**config.mk**
```make
export PLATFORM = sky130hd
export DESIGN_NAME = pm_engine
export DESIGN_NICKNAME = d
export VERILOG_FILES = /design/src/rtl/pm_pkg.sv /design/src/rtl/pm_sync.sv /design/src/rtl/pm_slice.sv /design/src/rtl/pm_chain.sv /design/src/rtl/pm_engine.sv
export SDC_FILE = /design/constraint.sdc
export NUM_CORES = 1
export LEC_CHECK = 0
export BUFFER_PORTS_ARGS = -buffer_cell sky130_fd_sc_hd__buf_4
export CORE_AREA = 2 2 106 108
export DETAILED_ROUTE_END_ITERATION = 8
export DIE_AREA = 0 0 108 110
export PLACE_DENSITY = 0.84
export SLEW_MARGIN = 5
export SYNTH_ARGS = -nofsm -noshare
export SYNTH_HDL_FRONTEND = slang
export SYNTH_SLANG_ARGS = --single-unit
```
**constraint.sdc**
```tcl
create_clock -name clk_i -period 4.9 [get_ports clk_i]
set_input_delay 0.49 -clock clk_i [delete_from_list [all_inputs] [get_ports clk_i]]
set_output_delay 0.49 -clock clk_i [all_outputs]
set_load 0.005 [all_outputs]
```
**src/rtl/pm_pkg.sv**
```systemverilog
package pm_pkg;

    // width of one source select and of one condition code
    localparam int unsigned SEL_W  = 3;
    localparam int unsigned CODE_W = 3;
    localparam int unsigned NUM_INPUTS = 1 << SEL_W;

    typedef enum logic [CODE_W-1:0] {
        COND_ALWAYS      = 3'd0,
        COND_RISE_STICKY = 3'd1,
        COND_FALL_STICKY = 3'd2,
        COND_ANY_STICKY  = 3'd3,
        COND_HIGH        = 3'd4,
        COND_LOW         = 3'd5,
        COND_NEVER       = 3'd6,
        COND_EVENT       = 3'd7
    } cond_e;

    typedef enum logic [1:0] {
        ADDR_SRC  = 2'd0,
        ADDR_CFG  = 2'd1,
        ADDR_CTRL = 2'd2,
        ADDR_NONE = 2'd3
    } reg_addr_e;

endpackage

```
**src/rtl/pm_sync.sv**
```systemverilog
// Multi-stage input synchroniser plus one extra stage holding the previous
// synchronised value for edge detection.
module pm_sync #(
    parameter int unsigned WIDTH  = 8,
    parameter int unsigned STAGES = 2
) (
    input  logic             clk_i,
    input  logic             rst_ni,
    input  logic [WIDTH-1:0] async_i,
    output logic [WIDTH-1:0] cur_o,
    output logic [WIDTH-1:0] prev_o
);

    localparam int unsigned DEPTH = STAGES + 1;

    logic [DEPTH-1:0][WIDTH-1:0] pipe_d, pipe_q;

    always_comb begin
        pipe_d[0] = async_i;
        for (int i = 1; i < int'(DEPTH); i++) begin
            pipe_d[i] = pipe_q[i-1];
        end
    end

    always_ff @(posedge clk_i or negedge rst_ni) begin
        if (!rst_ni) begin
            pipe_q <= '0;
        end else begin
            pipe_q <= pipe_d;
        end
    end

    assign cur_o  = pipe_q[STAGES-1];
    assign prev_o = pipe_q[STAGES];

endmodule

```
**src/rtl/pm_slice.sv**
```systemverilog
// One slice: input select, condition evaluation and the remembered-edge latch.
module pm_slice
    import pm_pkg::*;
(
    input  logic                  clk_i,
    input  logic                  rst_ni,
    input  logic [NUM_INPUTS-1:0] cur_i,
    input  logic [NUM_INPUTS-1:0] prev_i,
    input  logic [SEL_W-1:0]      sel_i,
    input  cond_e                 code_i,
    input  logic                  clr_i,
    output logic                  hit_o
);

    logic sticky_d, sticky_q;
    logic lvl, old, rise, fall, arm;

    always_comb begin
        lvl  = cur_i[sel_i];
        old  = prev_i[sel_i];
        rise = lvl & ~old;
        fall = ~lvl & old;
        arm  = 1'b0;
        hit_o = 1'b0;
        unique case (code_i)
            COND_ALWAYS:      hit_o = 1'b1;
            COND_RISE_STICKY: begin arm = rise;        hit_o = sticky_q | rise;        end
            COND_FALL_STICKY: begin arm = fall;        hit_o = sticky_q | fall;        end
            COND_ANY_STICKY:  begin arm = rise | fall; hit_o = sticky_q | rise | fall; end
            COND_HIGH:        hit_o = lvl;
            COND_LOW:         hit_o = ~lvl;
            COND_NEVER:       hit_o = 1'b0;
            COND_EVENT:       hit_o = rise | fall;
            default:          hit_o = 1'b0;
        endcase
        // a detect-logic reset wins over an edge seen in the same cycle
        sticky_d = clr_i ? 1'b0 : (sticky_q | arm);
    end

    always_ff @(posedge clk_i or negedge rst_ni) begin
        if (!rst_ni) begin
            sticky_q <= 1'b0;
        end else begin
            sticky_q <= sticky_d;
        end
    end

    // the remembered edge is gone after a detect-logic reset
    assert_sticky_cleared_R7: assert property (@(posedge clk_i) disable iff (!rst_ni)
        clr_i |=> !sticky_q);

    // an event match needs the selected input to differ from its previous value
    assert_event_needs_edge_R8: assert property (@(posedge clk_i) disable iff (!rst_ni)
        (code_i == COND_EVENT && hit_o) |-> (cur_i[sel_i] != prev_i[sel_i]));

    // a never-slice contributes no match
    assert_never_silent_R4: assert property (@(posedge clk_i) disable iff (!rst_ni)
        (code_i == COND_NEVER) |-> !hit_o);

endmodule

```
**src/rtl/pm_chain.sv**
```systemverilog
// Splits the slice results into product terms at the endpoint flags.
module pm_chain #(
    parameter int unsigned NUM_SLICES = 8
) (
    input  logic [NUM_SLICES-1:0] hit_i,
    input  logic [NUM_SLICES-1:0] end_i,
    output logic [NUM_SLICES-1:0] term_o
);

    always_comb begin
        logic run;
        run = 1'b1;
        for (int n = 0; n < int'(NUM_SLICES); n++) begin
            run       = run & hit_i[n];
            term_o[n] = end_i[n] & run;
            if (end_i[n]) begin
                run = 1'b1;
            end
        end
    end

endmodule

```
**src/rtl/pm_engine.sv**
```systemverilog
module pm_engine
    import pm_pkg::*;
#(
    parameter int unsigned NUM_SLICES   = 8,
    parameter int unsigned SYNC_STAGES  = 2,
    parameter int unsigned DATA_W       = 32,
    parameter int unsigned FIELD_BASE   = 8,
    parameter int unsigned STATUS_SHIFT = 24
) (
    input  logic                  clk_i,
    input  logic                  rst_ni,
    input  logic                  reg_we_i,
    input  logic [1:0]            reg_addr_i,
    input  logic [DATA_W-1:0]     reg_wdata_i,
    output logic [DATA_W-1:0]     reg_rdata_o,
    input  logic [NUM_INPUTS-1:0] pins_i,
    output logic                  match_o
);

    localparam int unsigned STRIDE = 3;
    localparam int unsigned EP_W   = NUM_SLICES - 1;

    function automatic logic [DATA_W-1:0] field_mask();
        logic [DATA_W-1:0] m;
        m = '0;
        for (int n = 0; n < int'(NUM_SLICES); n++) begin
            m[FIELD_BASE + STRIDE*n +: STRIDE] = '1;
        end
        return m;
    endfunction

    function automatic logic [DATA_W-1:0] never_cfg();
        logic [DATA_W-1:0] v;
        v = '0;
        for (int n = 0; n < int'(NUM_SLICES); n++) begin
            v[FIELD_BASE + STRIDE*n +: STRIDE] = COND_NEVER;
        end
        return v;
    endfunction

    localparam logic [DATA_W-1:0] SRC_MASK = field_mask();
    localparam logic [DATA_W-1:0] CFG_MASK = field_mask() | DATA_W'((64'd1 << EP_W) - 64'd1);
    localparam logic [DATA_W-1:0] CFG_RST  = never_cfg();

    typedef struct packed {
        logic [DATA_W-1:0]     src;
        logic [DATA_W-1:0]     cfg;
        logic                  en;
        logic [NUM_SLICES-1:0] status;
        logic                  match;
    } state_t;

    state_t state_d, state_q;

    logic                  clr_det;
    logic [NUM_INPUTS-1:0] sync_cur, sync_prev;
    logic [NUM_SLICES-1:0] hit, ep_vec, term;
    logic                  all_never;

    pm_sync #(
        .WIDTH  (NUM_INPUTS),
        .STAGES (SYNC_STAGES)
    ) i_sync (
        .clk_i   (clk_i),
        .rst_ni  (rst_ni),
        .async_i (pins_i),
        .cur_o   (sync_cur),
        .prev_o  (sync_prev)
    );

    for (genvar n = 0; n < NUM_SLICES; n++) begin : g_slice
        pm_slice i_slice (
            .clk_i  (clk_i),
            .rst_ni (rst_ni),
            .cur_i  (sync_cur),
            .prev_i (sync_prev),
            .sel_i  (state_q.src[FIELD_BASE + STRIDE*n +: SEL_W]),
            .code_i (cond_e'(state_q.cfg[FIELD_BASE + STRIDE*n +: CODE_W])),
            .clr_i  (clr_det),
            .hit_o  (hit[n])
        );
        if (n == NUM_SLICES - 1) begin : g_last
            assign ep_vec[n] = 1'b1;
        end else begin : g_flag
            assign ep_vec[n] = state_q.cfg[n];
        end
    end

    pm_chain #(
        .NUM_SLICES (NUM_SLICES)
    ) i_chain (
        .hit_i  (hit),
        .end_i  (ep_vec),
        .term_o (term)
    );

    always_comb begin
        state_d = state_q;
        clr_det = 1'b0;
        if (reg_we_i) begin
            unique case (reg_addr_e'(reg_addr_i))
                ADDR_SRC: begin
                    state_d.src = reg_wdata_i & SRC_MASK;
                    clr_det     = 1'b1;
                end
                ADDR_CFG:  state_d.cfg = reg_wdata_i & CFG_MASK;
                ADDR_CTRL: state_d.en  = reg_wdata_i[0];
                default: ;
            endcase
        end
        state_d.status = term;
        state_d.match  = state_q.en & (|term);
    end

    always_ff @(posedge clk_i or negedge rst_ni) begin
        if (!rst_ni) begin
            state_q <= '{src: '0, cfg: CFG_RST, en: 1'b0, status: '0, match: 1'b0};
        end else begin
            state_q <= state_d;
        end
    end

    always_comb begin
        reg_rdata_o = '0;
        unique case (reg_addr_e'(reg_addr_i))
            ADDR_SRC: reg_rdata_o = state_q.src;
            ADDR_CFG: reg_rdata_o = state_q.cfg;
            ADDR_CTRL: begin
                reg_rdata_o[0] = state_q.en;
                reg_rdata_o[STATUS_SHIFT +: NUM_SLICES] = state_q.status;
            end
            default: reg_rdata_o = '0;
        endcase
    end

    always_comb begin
        all_never = 1'b1;
        for (int n = 0; n < int'(NUM_SLICES); n++) begin
            if (state_q.cfg[FIELD_BASE + STRIDE*n +: CODE_W] != COND_NEVER) begin
                all_never = 1'b0;
            end
        end
    end

    assign match_o = state_q.match;

    // a status bit can only be set at a slice that closed a term
    assert_status_at_endpoint_R5: assert property (@(posedge clk_i) disable iff (!rst_ni)
        (state_q.status & ~$past(ep_vec)) == '0);

    // with every slice disabled nothing can match
    assert_all_never_quiet_R4: assert property (@(posedge clk_i) disable iff (!rst_ni)
        all_never |=> (state_q.status == '0));

    // the combined output implies some status bit
    assert_match_has_status_R9: assert property (@(posedge clk_i) disable iff (!rst_ni)
        state_q.match |-> (|state_q.status));

    // disabled engine keeps the combined output low
    assert_disabled_low_R9: assert property (@(posedge clk_i) disable iff (!rst_ni)
        !state_q.en |=> !state_q.match);

endmodule

```
==> results of run 1 <==
[power groups by stage]
stage	Combinational, mW	Clock, mW	Sequential, mW
floorplan	0.772	0	1.10
global placement	0.882	0	1.20
detailed placement	0.933	0	1.22
CTS	0.939	0.563	1.21
global route	1.03	0.596	1.24
finish	0.942	0.551	1.21
[through the flow]
step	cell area (µm²)	instances
floorplan	5800	471
global placement	6430	660
detailed placement	6430	660
CTS	6650	676
global route	6650	676
finish	6650	676
[cell usage after synthesis, drive strengths merged]
library cell / n
nor4b: 1
dfstp: 16
a222oi: 8
ha: 20
a22o: 17
nand2b: 5
a2111oi: 2
nand3b: 4
conb: 1
a22oi: 2
nor2b: 4
nand4b: 3
mux4: 30
a21o: 3
o221ai: 3
or2: 2
nor4: 1
a32oi: 1
a311oi: 2
a41oi: 1
inv: 30
nand3: 7
o21a: 10
and2: 8
a31oi: 3
nor2: 24
nand4: 2
or4: 1
mux2i: 21
a21oi: 20
dfrtp: 81
o22ai: 2
clkbuf: 18
buf: 13
a21boi: 3
mux2: 61
nand2: 18
o21ai: 13
o211ai: 4
a211oi: 5
o2111ai: 1
[sequential cells by signal, indices dropped and copies added (netlist names)]
| register | count |
|---|---|
| ep_vec | 7 |
| i_sync.cur_o | 8 |
| i_sync.pipe_d | 8 |
| g_slice.i_slice.sticky_q | 8 |
| state_q | 57 |
| match_o | 1 |
| i_sync.prev_o | 8 |
[path summary, 6_finish.rpt]
| path | endpoint | depth (start not counted) |
|---|---|---|
| max in group asynchronous | g_slice[6].i_slice.sticky_q | 2 |
| worst min register to register | i_sync.cur_o[6] | 0 |
| min in group clk_i | i_sync.pipe_d[8] | 1 |
| worst max-delay path | match_o | 12 |
| worst max register to register | match_o | 12 |
| worst min-delay path | state_q[57] | 1 |
[routing by layer]
metal	vias up	share of wire, %
li1	1884	-
met3	17	7.4
met1	2136	41
met5	-	0
met2	176	51
met4	0	1.2
[area by class of cell]
cell class	instances	area share, %
multi-input combinational	313	46.6
sequential	97	36.8
timing repair buffer	80	9.04
tap	140	2.64
clock buffer	13	2.54
inverter	30	1.69
clock inverter	3	0.697
[cells by family (layout without fill, tap and decap cells)]
group                    Yosys count  after routing  synth area share, %
AND/OR/NAND/NOR                   80             80                 7.16
buffers and inverters             61            126                 4.44
AO/OA/AOI/OAI                    100            100                 13.1
adder cells (fa/ha/maj)           20             20                 4.31
flip-flops                        97             97                 42.2
multiplexers                     112            112                 28.8
other                              1              1               0.0647
==> flow_metrics.env, run 1 <==
export IMPL_synthTopCellsByArea="dfrtp_1 (35%), mux2_2 (11%), mux4_2 (8.5%), dfstp_2 (7.2%), ha_1 (4.3%)"
export IMPL_synth_fp_nets=536
export IMPL_worst_path_most_repeated_cell="a21oi_1"
export IMPL_ctsHoldBuffers=0
export IMPL_yosys_warnings=0
export IMPL_grt_max_degree=63
export IMPL_leakagePower_nw=2.93
export IMPL_cp_top_family="compound AO/OA/AOI/OAI gates"
export IMPL_first_pass_iters=5
export IMPL_finish_net_count=596
export IMPL_ys_seq_area_share_pct=42.2
export IMPL_endpoint_kind="register"
export IMPL_syn2layout_area_growth_pct=14.6
export IMPL_routed_wl_um=13400
export IMPL_dp_hpwl_um=9560
export IMPL_routed_via_density=6.23
export IMPL_track_usage_pct=24.2
export IMPL_fin_crit_sh_pct=69.8
export IMPL_fmax_ghz=0.292
export IMPL_cts_setup_buffers=0
export IMPL_regToRegStartpoint="state_q[56]"
export IMPL_grt_pass1_wl_um=22000
export IMPL_place_ws_ps=1520
export IMPL_ff2ff_setup_slack_ps=1480
export IMPL_drt_iter0_markers=325
export IMPL_io_buffers=75
export IMPL_ant_nets=0
export IMPL_h_tree_depth=3
export IMPL_cp_required_ps=5150
export IMPL_p_sw_share_pct=34.3
export IMPL_fin_crit_ps=3420
export IMPL_insertion_delay_ps=370
export IMPL_synth_cells=471
export IMPL_final_core_util_pct=62.1
export IMPL_startpoint="state_q[56]"
export IMPL_worst_slack_ps=1480
export IMPL_wl_per_cell_um=19.9
export IMPL_vias=4213
export IMPL_grt_use_met3_pct=5.00
export IMPL_drcViolationCount=0
export IMPL_synth_seq_cells=97
export IMPL_status="finished clean"
export IMPL_netSwitchingPower_mw=0.927
export IMPL_setup_tns_final_ps=0
export IMPL_seqCellArea_um2=2450
export IMPL_cp_slowest_cell="mux4_1"
export IMPL_core_area_um2=10700
export IMPL_seqPwrFrac_pct=44.8
export IMPL_use_met1_pct=32.2
export IMPL_slew_headroom_pct=25.0
export IMPL_mostFrequentLayoutCells="dfrtp_1 (81), buf_4 (80), mux2_2 (59)"
export IMPL_p_clk_share_pct=20.4
export IMPL_total_power_mw=2.70
export IMPL_min_path_type="in -> async"
export IMPL_worst_pin_slew_ps=1120
export IMPL_die_h_um=110
export IMPL_die_w_um=108
export IMPL_yosysTopAreaCellShare_pct=35.0
export IMPL_synth_area_um2=5800
export IMPL_cts_resized=0
export IMPL_layout_commonest_cell="dfrtp_1"
export IMPL_cts_buffers=9
export IMPL_grt_ovfl_total=0
export IMPL_die_area_um2=11900
export IMPL_start_util_pct=54.2
export IMPL_maxSlewViolCount=0
export IMPL_start_kind="register"
export IMPL_antennaDiodeCount=0
export IMPL_yosysTopAreaCell="dfrtp_1"
export IMPL_cp_cell_sequence="mux4_1 -> mux2i_4 -> inv_1 -> ha_1 -> a2111oi_0 -> a21oi_1 -> a21oi_1 -> o211ai_4 -> nand4_2 -> a21oi_2 -> nor4_2 -> a31oi_1"
export IMPL_clock_sinks=97
export IMPL_final_hold_viol_count=0
export IMPL_crit_fanout=6
export IMPL_worst_ep_arrival_time_ps=3670
export IMPL_grt_busiest_layer="met2"
export IMPL_clockBufferDepth=2
export IMPL_power_report_internal_total_mw=1.78
export IMPL_finClkSkew_ps=9.96
export IMPL_multiInputGateArea_um2=3090
export IMPL_cap_violations=0
export IMPL_grt_pass1_vias=4318
export IMPL_drive_above_1_share_pct=39.6
export IMPL_path_clk_slew_ps=90
export IMPL_io_pins=78
export IMPL_routabilityCongestion=0.831
export IMPL_power_density_nw_per_um2=407
export IMPL_rsz0062_at_grt="false"
export IMPL_crit_buf_inv=1
export IMPL_slowest_delay_ps=650
export IMPL_peakVddDrop_v=0.000194
export IMPL_synth_distinct_cells=55
export IMPL_fillerInstances=831
export IMPL_cts_tree="built"
export IMPL_avgSynthCellArea_um2=12.3
export IMPL_setup_violations=0
export IMPL_antenna_found_initial=0
export IMPL_rows=38
export IMPL_grt_util_met2_pct=41.1
export IMPL_root_buffer="clkbuf_8"
export IMPL_holdWs_ps=66.4
export IMPL_combPwrFrac_pct=34.8
export IMPL_worstSetupPathType="reg -> reg"
Note: power is estimated with default switching activity, not from simulation.
==> run 2, diff against run 1 <==
--- a/config.mk
+++ b/config.mk
@@ -6,9 +6,9 @@
 export NUM_CORES = 1
 export LEC_CHECK = 0
 export BUFFER_PORTS_ARGS = -buffer_cell sky130_fd_sc_hd__buf_4
-export CORE_AREA = 2 2 106 108
+export CORE_AREA = 2 2 108 110
 export DETAILED_ROUTE_END_ITERATION = 8
-export DIE_AREA = 0 0 108 110
+export DIE_AREA = 0 0 110 112
 export PLACE_DENSITY = 0.84
 export SLEW_MARGIN = 5
 export SYNTH_ARGS = -nofsm -noshare
==> constraint.sdc (replaced) <==
create_clock -name clk_i -period 3.1 [get_ports clk_i]
set_input_delay 0.31 -clock clk_i [delete_from_list [all_inputs] [get_ports clk_i]]
set_output_delay 0.31 -clock clk_i [all_outputs]
set_load 0.005 [all_outputs]
==> flow_metrics.env, run 2 (same netlist as run 1, synthesis figures left out) <==
export IMPL_die_area_um2=12300
export IMPL_wl_per_cell_um=20.4
export IMPL_fin_crit_sh_pct=97.3
export IMPL_slew_headroom_pct=21.1
export IMPL_clock_sinks=97
export IMPL_rows=39
export IMPL_mostFrequentLayoutCells="buf_4 (107), dfrtp_1 (79), mux2_2 (59)"
export IMPL_cp_cell_sequence="buf_4 -> mux4_2 -> mux2i_2 -> inv_2 -> ha_4 -> nand4b_1 -> o21ai_0 -> o21ai_2 -> o21ai_2 -> o21ai_2 -> a21oi_1 -> nor4_2 -> a31oi_1"
export IMPL_cap_violations=0
export IMPL_crit_fanout=4
export IMPL_drt_iter0_markers=360
export IMPL_first_pass_iters=9
export IMPL_cts_tree="built"
export IMPL_cp_required_ps=3320
export IMPL_worst_ep_arrival_time_ps=3240
export IMPL_finClkSkew_ps=12.0
export IMPL_power_density_nw_per_um2=664
export IMPL_final_hold_viol_count=0
export IMPL_io_buffers=75
export IMPL_io_pins=78
export IMPL_root_buffer="clkbuf_16"
export IMPL_antenna_found_initial=0
export IMPL_start_util_pct=51.9
export IMPL_h_tree_depth=3
export IMPL_routed_via_density=6.24
export IMPL_cp_slowest_cell="mux4_2"
export IMPL_rsz0062_at_grt="true"
export IMPL_fmax_ghz=0.332
export IMPL_routabilityCongestion=0.898
export IMPL_path_clk_slew_ps=60
export IMPL_core_area_um2=11200
export IMPL_holdWs_ps=67.4
export IMPL_routed_wl_um=14400
export IMPL_min_path_type="in -> reg"
export IMPL_grt_pass1_wl_um=22900
export IMPL_violations="DRC"
export IMPL_die_w_um=110
export IMPL_vias=4408
export IMPL_finish_net_count=623
export IMPL_leakagePower_nw=3.08
export IMPL_grt_pass1_vias=4576
export IMPL_place_ws_ps=-94.1
export IMPL_drive_above_1_share_pct=45.5
export IMPL_start_kind="register"
export IMPL_endpoint_kind="register"
export IMPL_maxSlewViolCount=0
export IMPL_track_usage_pct=24.3
export IMPL_worstSetupPathType="reg -> reg"
export IMPL_clockBufferDepth=2
export IMPL_fillerInstances=832
export IMPL_worst_slack_ps=84.2
export IMPL_cts_buffers=9
export IMPL_largest_reg_flops=57
export IMPL_cp_top_family="compound AO/OA/AOI/OAI gates"
export IMPL_ant_nets=0
export IMPL_worst_path_most_repeated_cell="o21ai_2"
export IMPL_grt_max_degree=97
export IMPL_die_h_um=112
export IMPL_syn2layout_area_growth_pct=20.3
export IMPL_layout_commonest_cell="buf_4"
export IMPL_drcViolationCount=4
export IMPL_insertion_delay_ps=350
export IMPL_crit_buf_inv=2
export IMPL_slowest_delay_ps=480
export IMPL_seqCellArea_um2=2450
export IMPL_dp_hpwl_um=10200
export IMPL_top_register="state_q"
export IMPL_worst_pin_slew_ps=1180
export IMPL_antennaDiodeCount=0
export IMPL_peakVddDrop_v=0.000432
export IMPL_multiInputGateArea_um2=3150
export IMPL_setup_violations=0
export IMPL_status="finished, violations left"
export IMPL_ctsHoldBuffers=0
export IMPL_fin_crit_ps=3020
export IMPL_grt_ovfl_total=0
run 2: changes by cell type in the layout (fill, tap and decap cells not counted), moves of 3 or more:
cell,before,now
clkbuf_16,0,9
clkbuf_8,12,2
mux2i_1,15,12
mux4_2,22,26
buf_4,80,107
mux4_1,8,4
run 2: layout make-up:
cell class / instances / share of cell area, %
Tap cell: 143 / 2.57
Inverter: 30 / 1.61
Clock buffer: 12 / 3.68
Sequential cell: 97 / 35.1
Multi-Input combinational cell: 313 / 45.1
Timing Repair Buffer: 107 / 11.5
Clock inverter: 4 / 0.377
run 2: metrics by stage:
stage	setup TNS, ps	total power [mW]	instances	instance area (µm²)	utilization [%]
after CTS	0	4.56	703	6910	61.8
after floorplan	0	2.96	471	5800	-
after global placement	0	3.34	686	6610	59.1
after detailed placement	-115	3.47	686	6610	59.1
final	0	4.63	706	6970	62.4
after global routing	-54.5	4.87	706	6970	62.4
run 2: what timing repair did:
| action | 4_1_cts | 5_1_grt |
|---|---|---|
| buffers inserted | 1 | 3 |
| pin swaps | 0 | 6 |
| endpoints found under the setup margin | 3 | 4 |
| resized for setup | 7 | 13 |
| hold endpoints to repair | 0 | 0 |
run 2: routing by layer:
metal	global-route usage [%]	up-vias	routed length [µm]
met3	4.68	39	963
met5	0	-	0
li1	-	1934	-
met1	30.8	2234	5680
met4	9.11	0	392
met2	41.0	201	7350
run 2: power by group:
group	total (mW)	internal (mW)	switching (mW)
Combinational	1.66	0.916	0.740
Sequential	1.91	1.55	0.365
Clock	1.07	0.589	0.479
run 2: final timing paths:
| path | cells past startpoint | slack [ps] | from | to |
|---|---|---|---|---|
| worst max-delay path | 13 | 80 | i_sync.cur_o[4] | match_o |
| worst min register to register | 0 | 350 | i_sync.pipe_d[9] | i_sync.cur_o[1] |
| worst min-delay path | 1 | 70 | pins_i[4] | i_sync.pipe_d[12] |
| worst max register to register | 13 | 80 | i_sync.cur_o[4] | match_o |
| min in group asynchronous | 1 | 210 | rst_ni | state_q[57] |
| max in group asynchronous | 1 | 2070 | rst_ni | state_q[50] |
